### src/rtl/irq_latch_ctrl.sv
module irq_latch_ctrl #(
  parameter int               LINES        = 32,
  parameter bit               CLEAR_ON_ONE = 1'b1,
  parameter logic [LINES-1:0] EDGE_LINES   = LINES'(32'h0000_FFFF),
  parameter bit               IRQ_FLOP     = 1'b0
) (
  input  logic             clk,
  input  logic             rst_n,
  input  logic [LINES-1:0] irq_in,
  input  logic             reg_sel,
  input  logic             reg_we,
  input  logic [LINES-1:0] reg_wdata,
  output logic [LINES-1:0] reg_rdata,
  output logic             core_irq
);

  logic [LINES-1:0] en_q, pend_q, in_d, hit, wipe;
  logic             pend_wr;

  assign pend_wr = reg_we & reg_sel;
  assign hit     = (irq_in & ~in_d & EDGE_LINES) | (irq_in & ~EDGE_LINES);
  assign wipe    = pend_wr ? (CLEAR_ON_ONE ? reg_wdata : ~reg_wdata) : '0;

  always_ff @(posedge clk) begin
    if (!rst_n) begin
      en_q      <= '0;
      pend_q    <= '0;
      in_d      <= '0;
      reg_rdata <= '0;
    end else begin
      in_d      <= irq_in;
      pend_q    <= (pend_q & ~wipe) | hit;
      reg_rdata <= reg_sel ? pend_q : en_q;
      if (reg_we && !reg_sel) en_q <= reg_wdata;
    end
  end

  generate
    if (IRQ_FLOP) begin : g_irq_reg
      always_ff @(posedge clk) begin
        if (!rst_n) core_irq <= 1'b0;
        else        core_irq <= |(pend_q & en_q);
      end
    end else begin : g_irq_comb
      assign core_irq = |(pend_q & en_q);
      AST_IRQ_DROP_NEEDS_WRITE: assert property (@(posedge clk) disable iff (!rst_n)
        $past(rst_n) && $fell(core_irq) |-> $past(reg_we));
    end
  endgenerate

  AST_RESET_EMPTY: assert property (@(posedge clk) disable iff (!rst_n)
    $rose(rst_n) |-> pend_q == '0 && en_q == '0);

  AST_ENABLE_LOAD: assert property (@(posedge clk) disable iff (!rst_n)
    reg_we && !reg_sel |=> en_q == $past(reg_wdata));

  AST_STICKY_PENDING: assert property (@(posedge clk) disable iff (!rst_n)
    $past(rst_n) |-> (($past(pend_q) & ~$past(wipe)) & ~pend_q) == '0);

  AST_LEVEL_SETS: assert property (@(posedge clk) disable iff (!rst_n)
    $past(rst_n) |-> ($past(irq_in) & ~EDGE_LINES & ~pend_q) == '0);

  AST_NO_SOFT_SET: assert property (@(posedge clk) disable iff (!rst_n)
    $past(rst_n) |-> ((pend_q & ~$past(pend_q)) & ~$past(irq_in)) == '0);

endmodule

### config.mk
export PLATFORM = sky130hd
export DESIGN_NAME = irq_latch_ctrl
export DESIGN_NICKNAME = d
export VERILOG_FILES = /design/src/rtl/irq_latch_ctrl.sv
export SDC_FILE = /design/constraint.sdc
export NUM_CORES = 1
export LEC_CHECK = 0
export BUFFER_PORTS_ARGS = -buffer_cell sky130_fd_sc_hd__clkbuf_2
export CORE_MARGIN = 3
export CORE_UTILIZATION = 45
export CTS_CLUSTER_SIZE = 10
export DETAILED_ROUTE_END_ITERATION = 16
export PLACE_DENSITY = 0.69
export SETUP_SLACK_MARGIN = 0.05
export SLEW_MARGIN = 20
export SYNTH_ARGS = -nofsm -noshare
export SYNTH_HDL_FRONTEND = slang
export SYNTH_SLANG_ARGS = --single-unit
export TNS_END_PERCENT = 5
### constraint.sdc
create_clock -name clk -period 3.1 [get_ports clk]
set_input_delay 0.775 -clock clk [delete_from_list [all_inputs] [get_ports clk]]
set_output_delay 0.775 -clock clk [all_outputs]
set_load 0.005 [all_outputs]
==> results.sh, run 1 <==
export IMPL_synth_top_family_by_area="compound AO/OA/AOI/OAI gates"
export IMPL_synthMuxAreaShare_pct=7.569
export IMPL_dp_hpwl_um=6607
export IMPL_synth_xor_area_share_pct=0
export IMPL_p_leak_nw=2.150
export IMPL_vias=3104
export IMPL_drive_gt1_share_pct=24.27
export IMPL_nNetsFinal=578
export IMPL_yosysTopAreaCell="dfxtp_1"
export IMPL_fin_crit_sh_pct=82.03
export IMPL_drt_wl_total_um=9104
export IMPL_synth_seq_cells=112
export IMPL_grt_max_degree=60
export IMPL_arrival_ps=1770
export IMPL_layout_min_cycle_time_ps=2543
export IMPL_setup_viol=0
export IMPL_timing_hold_ws_ps=478.5
export IMPL_areaGrowthSynthToFinish_pct=19.49
export IMPL_drv_cap=0
export IMPL_grt_pass1_vias=3019
export IMPL_io_pins=101
export IMPL_place_gp_congestion=0.8035
export IMPL_fp_coreArea_um2=8934
export IMPL_worstSetupStartpointType="register"
export IMPL_critPathMaxFanout=3
export IMPL_synthCells=418
export IMPL_intPower_mw=2.204
export IMPL_clk_pin_slew_ps=100
export IMPL_switching_power_mw=0.6478
export IMPL_cp_end_kind="output port"
export IMPL_fill_cells=839
export IMPL_grt_util_all_layers_pct=17.75
export IMPL_grt_ovfl_total=0
export IMPL_die_w_um=103.0
export IMPL_grt_pass1_wl_um=14450
export IMPL_status="completed"
export IMPL_die_h_um=103.0
export IMPL_power_density_nw_per_um2=564.1
export IMPL_max_freq_ghz=0.3933
export IMPL_tns_ps=0
export IMPL_yosys_area_share_simple_pct=16.35
export IMPL_drtIter0Drc=86
export IMPL_rsz0062_at_grt="no"
export IMPL_start_util_pct=47.37
export IMPL_seq_area_um2=2242
export IMPL_swShare_pct=22.71
export IMPL_cts_resized=0
export IMPL_p_comb_share_pct=9.9
export IMPL_ctsLongestPathBuffers=2
export IMPL_skew_ps=3.963
export IMPL_synth_adder_area_share_pct=0
export IMPL_syn_avg_cell_area_um2=10.12
export IMPL_cts_buffers=9
export IMPL_root_buffer="clkbuf_8"
export IMPL_cp_required_ps=2320
export IMPL_path_class="register to output port"
export IMPL_cts_tree="done"
export IMPL_hold_violations=0
export IMPL_wire_per_inst_um=14.61
export IMPL_relSlewSlack_pct=67.91
export IMPL_cts_hold_fix_buffers=0
export IMPL_num_rows=34
export IMPL_ys_warn_count=0
export IMPL_cts_max_level=3
export IMPL_clkLatencyLatePin_ps=360
export IMPL_dr_pass1_iters=4
export IMPL_synth_seq_area_share_pct=52.99
export IMPL_synthesis_nets=486
export IMPL_cts_setup_buffers=0
export IMPL_synth_area_um2=4232
export IMPL_viasPerCell=4.982
export IMPL_hp_class="register to register"
export IMPL_antenna_found_initial=0
export IMPL_synth_top_cells_by_area="dfxtp_1 (53%), a21boi_0 (9.6%), mux2i_1 (7.6%)"
export IMPL_worst_pin_slew_ps=481.4
export IMPL_synth_compound_area_share_pct=20.11
export IMPL_antenna_left=0
export IMPL_synth_cell_type_count=16
export IMPL_fp_dieArea_um2=10600
export IMPL_io_buffers=100
export IMPL_p_seq_share_pct=55.0
export IMPL_pwr_share_clk_pct=35.1
export IMPL_peakVddDrop_uv=314.9
export IMPL_cts_sinks=112
export IMPL_antenna_cells=0
export IMPL_drc=0
export IMPL_drv_slew=0
export IMPL_multiInputGateArea_um2=1866
export IMPL_synth_top_cell_area_share_pct=52.99
[routing by layer]
layer	up-vias	global-route usage, %	wire length [um]	share of wire (%)
met5	-	0	0	0
met4	0	5.677	86	0.94
met3	8	5.210	436	4.8
met2	68	28.12	4341	48
met1	1432	23.35	4239	47
li1	1596	-	-	-
[power groups by stage]
stage          clock network [mW]  registers [mW]  logic, mW
3_5_place_dp                    0            1.60      0.287
4_1_cts                      1.03            1.57      0.289
5_1_grt                      1.10            1.58      0.319
6_report                     1.00            1.57      0.283
3_3_place_gp                    0            1.60      0.283
2_1_floorplan                   0            1.59      0.173
[cells by family (layout without fill, tap and decap cells)]
group,after synthesis,after routing
and+or+nand+nor,136,136
DFF,112,112
buffers and inverters,26,123
AOI/OAI and AO/OA,112,112
muxes,32,32
[path summary, 6_finish.rpt]
| kind | from | to | slack, ps | cells past startpoint |
|---|---|---|---|---|
| hold / removal | en_q[6] | en_q[6] | 480 | 2 |
| hold reg to reg | en_q[6] | en_q[6] | 480 | 2 |
| setup / recovery | pend_q[24] | core_irq | 560 | 4 |
| setup reg to reg | pend_q[26] | pend_q[26] | 2290 | 2 |
[area by class of cell]
cell class / instances / share of cell area (%)
tap: 108 / 2.673
multi-input combinational: 280 / 36.90
clock inverter: 6 / 2.128
sequential: 112 / 44.35
timing repair buffer: 107 / 11.43
clock buffer: 10 / 2.524
[critical path, stage by stage (launching register included)]
cell	delay (ps)
dfxtp_1	330
a22oi_1	270
nand4_1	120
or4_1	550
clkbuf_2	130
[placed cells by master, fill, tap and decap left out, types with 2 or more instances in the layout]
cell type,synthesis,routed
buf_12,0,2
nand4_1,4,4
o21a_1,32,32
a22oi_2,2,2
clkbuf_2,0,99
clkbuf_8,0,9
buf_4,4,5
a21boi_0,54,54
and2_1,17,17
a22oi_1,14,14
dfxtp_1,112,112
nor2b_1,49,48
nand2_1,64,64
mux2i_1,32,32
bufinv_16,0,3
clkinv_2,0,2
a21boi_1,10,10
[synth_stat cells]
| cell | number |
|---|---|
| a21boi_0 | 54 |
| a21boi_1 | 10 |
| a22oi_1 | 14 |
| a22oi_2 | 2 |
| and2_1 | 17 |
| buf_2 | 11 |
| buf_4 | 4 |
| clkbuf_1 | 11 |
| dfxtp_1 | 112 |
| mux2i_1 | 32 |
| nand2_1 | 64 |
| nand2b_1 | 1 |
| nand4_1 | 4 |
| nor2b_1 | 49 |
| o21a_1 | 32 |
| or4_1 | 1 |
[per-stage QoR]
step	utilization, %	area (um2)	setup WS, ps	power [mW]	cells
after floorplan	-	4232	1238	1.763	418
after global placement	53.96	4821	805.8	1.882	607
after detailed placement	53.96	4821	732.7	1.889	607
after CTS	56.60	5056	508.6	2.886	623
after global routing	56.60	5056	446.4	2.996	623
final	56.60	5056	557.2	2.852	623
[state kept, by name (all words and copies together) (netlist names)]
| signal | cells |
|---|---|
| in_d | 16 |
| en_q | 32 |
| pend_q | 32 |
| reg_rdata | 32 |
(Power assumes the default switching activity.)
==> run 2, diff against run 1 <==
--- a/config.mk
+++ b/config.mk
@@ -5,12 +5,13 @@
 export SDC_FILE = /design/constraint.sdc
 export NUM_CORES = 1
 export LEC_CHECK = 0
+export ABC_AREA = 1
 export BUFFER_PORTS_ARGS = -buffer_cell sky130_fd_sc_hd__clkbuf_2
 export CORE_MARGIN = 3
 export CORE_UTILIZATION = 45
 export CTS_CLUSTER_SIZE = 10
 export DETAILED_ROUTE_END_ITERATION = 16
-export PLACE_DENSITY = 0.69
+export PLACE_DENSITY = 0.72
 export SETUP_SLACK_MARGIN = 0.05
 export SLEW_MARGIN = 20
 export SYNTH_ARGS = -nofsm -noshare
==> constraint.sdc (replaced) <==
create_clock -name clk -period 2.29 [get_ports clk]
set_input_delay 0.5725 -clock clk [delete_from_list [all_inputs] [get_ports clk]]
set_output_delay 0.5725 -clock clk [all_outputs]
set_load 0.005 [all_outputs]
==> run 2 against run 1 <==
Against the previous run: synthesized area decreased by 2.9%; sequential share of layout area increased by 1.5 points; critical path depth increased by 3; highest routed layer unchanged; critical path type unchanged; wire length increased by 2.1%.
==> results.sh, run 2 <==
export IMPL_clkLatencyLatePin_ps=360
export IMPL_critPathMaxFanout=3
export IMPL_hold_violations=0
export IMPL_synth_cell_type_count=16
export IMPL_stdcell_area_um2=4890
export IMPL_clk_pin_slew_ps=100
export IMPL_cts_setup_buffers=0
export IMPL_setup_viol=0
export IMPL_antenna_found_initial=0
export IMPL_synth_edf_count=0
export IMPL_reg2regPathDepth=2
export IMPL_fp_coreArea_um2=8806
export IMPL_synth_xor_area_share_pct=0
export IMPL_syn_avg_cell_area_um2=8.028
export IMPL_finalNonFillerCells=716
export IMPL_hold_path_end="in_d[10]"
export IMPL_skew_ps=7.500
export IMPL_fp_dieArea_um2=10320
export IMPL_drtIter0Drc=137
export IMPL_rsz0062_at_grt="no"
export IMPL_p_leak_nw=2.459
export IMPL_yosys_cell_count_top_type="dfxtp_1"
export IMPL_placed_area_um2=4681
export IMPL_synth_compound_area_share_pct=21.80
export IMPL_num_rows=34
export IMPL_cp_end_kind="output port"
export IMPL_crit_reg2reg_launch="pend_q[18]"
export IMPL_most_common_layout_cells="dfxtp_1 (112), clkbuf_2 (100), nor2_1 (74)"
export IMPL_die_h_um=101.6
export IMPL_root_buffer="clkbuf_8"
export IMPL_fin_crit_sh_pct=83.75
export IMPL_cts_sinks=112
export IMPL_drv_cap=0
export IMPL_cp_slowest_stage_delay_ps=340
export IMPL_cp_common_cell="nand2_1"
export IMPL_async_flop_share_pct=0
export IMPL_ys_warn_count=0
export IMPL_cp_required_ps=1720
export IMPL_cts_tree="done"
export IMPL_cts_buffers=9
export IMPL_dp_cells=701
export IMPL_io_buffers=100
export IMPL_synth_top_family_by_area="compound AO/OA/AOI/OAI gates"
export IMPL_ctsLongestPathBuffers=2
export IMPL_synth_seq_area_share_pct=54.55
export IMPL_die_w_um=101.6
export IMPL_grt_pass1_wl_um=15260
export IMPL_layout_min_cycle_time_ps=1918
export IMPL_arrival_ps=1350
export IMPL_synth_adder_area_share_pct=0
export IMPL_worstSetupStartpointType="register"
export IMPL_path_cells="nand2_1 > nand2_1 > nor2_1 > nand2_1 > nor2_1 > nand2_1 > clkbuf_2"
export IMPL_yosysTopAreaCell="dfxtp_1"
export IMPL_synth_top_cells_by_area="dfxtp_1 (55%), o21ai_0 (8.0%), nor2_1 (6.8%)"
export IMPL_worst_pin_slew_ps=639.7
export IMPL_nNetsFinal=672
export IMPL_peakVddDrop_uv=472.7
export IMPL_relSlewSlack_pct=57.20
export IMPL_antenna_left=0
export IMPL_cp_top_family="simple AND/OR/NAND/NOR gates"
export IMPL_grt_ovfl_total=0
export IMPL_synth_area_um2=4110
export IMPL_max_freq_ghz=0.5214
export IMPL_crit_slowest_cell="dfxtp_1"
export IMPL_place_gp_congestion=0.8718
export IMPL_io_pins=101
export IMPL_crit_buf_inv=1
export IMPL_dp_hpwl_um=6747
export IMPL_drt_wl_total_um=9293
export IMPL_synth_seq_cells=112
export IMPL_power_density_nw_per_um2=782.2
export IMPL_synth_top_cell_area_share_pct=54.55
export IMPL_cts_hold_fix_buffers=0
export IMPL_dr_pass1_iters=4
export IMPL_yosys_area_share_simple_pct=13.70
export IMPL_start_util_pct=46.68
export IMPL_grt_pass1_vias=3347
export IMPL_drc=0
export IMPL_status="completed"
export IMPL_hp_class="input pin to register"
export IMPL_total_power_mw=3.825
export IMPL_antenna_cells=0
export IMPL_wire_per_inst_um=12.98
export IMPL_tns_ps=0
export IMPL_cts_resized=0
export IMPL_reg_top3="en_q (32), pend_q (32), reg_rdata (32)"
export IMPL_final_common_cell="dfxtp_1"
export IMPL_synthMuxAreaShare_pct=0
export IMPL_areaGrowthSynthToFinish_pct=18.97
export IMPL_drv_slew=0
export IMPL_path_class="register to output port"
export IMPL_viasPerCell=4.941
export IMPL_whs_path_depth=3
export IMPL_crit_cells=7
export IMPL_synthesis_nets=580
export IMPL_synthCells=512
export IMPL_reg2reg_to="pend_q[18]"
export IMPL_synth_commonest_cells="dfxtp_1 (112), nor2_1 (74), nand2_1 (69), inv_1 (66), o21ai_0 (66)"
export IMPL_grt_util_all_layers_pct=18.64
export IMPL_hold_start="irq_in[10]"
export IMPL_vias=3538
export IMPL_r2r_slack_ps=1570
export IMPL_drive_gt1_share_pct=24.01
export IMPL_grt_max_degree=33
export IMPL_synthFlopType="dfxtp_1"
export IMPL_cts_max_level=3
run 2: cell types whose count changed after synthesis, sizes merged, moves of 16 or more:
cell	change
o21a	-32
mux2i	-32
a22oi	-16
a21oi	+48
nor2b	-49
nor2	+75
and2	-17
o21ai	+96
inv	+67
a21boi	-64
o22ai	+16
run 2: report_power, final:
part	switching (mW)	internal (mW)	total [mW]
Sequential	0.0750	2.09	2.16
Clock	0.619	0.613	1.23
Combinational	0.249	0.184	0.432
Total	0.943	2.88	3.82
run 2: final cells by class:
type                            count  area, um2
Tap cell                          108      135.1
Clock inverter                      5      81.33
Fill cell                         823       3916
Clock buffer                       10      127.6
Timing Repair Buffer              109      593.1
Inverter                           67      251.5
Multi-Input combinational cell    305       1459
Sequential cell                   112       2242
run 2: cell families after synthesis:
| family | count (synthesis) |
|---|---|
| buffers and inverters | 95 |
| and+or+nand+nor | 145 |
| DFF | 112 |
| AOI/OAI and AO/OA | 160 |
run 2: worst max-delay path by stage:
stage | startpoint | to | slack (ps)
CTS | pend_q[26] | core_irq | 350
floorplan | reg_sel | en_q[1] | 1000
finish | pend_q[25] | core_irq | 370
global route | pend_q[24] | core_irq | 220
detailed placement | reg_sel | pend_q[14] | 300
global placement | reg_sel | pend_q[8] | 400
run 2: worst register-to-register path: cells and delay by family (launching register included):
kind | cells | cell delay, ps
DFF | 1 | 390
AOI/OAI and AO/OA | 2 | 270
run 2: through the flow:
stage,util (%),worst slack (ps),hold slack [ps]
global placement,53.15,397.8,409.9
floorplan,-,1005,407.9
global route,55.53,223.0,405.5
finish,55.53,372.2,409.4
detailed placement,53.15,303.4,417.2
CTS,55.53,347.3,396.1
run 2: layer usage:
| layer | vias up | wire, um | track usage (%) |
|---|---|---|---|
| met4 | 0 | 133 | 5.521 |
| li1 | 1820 | - | - |
| met5 | - | 0 | 0 |
| met3 | 12 | 550 | 4.270 |
| met2 | 109 | 4234 | 30.38 |
| met1 | 1597 | 4374 | 24.77 |
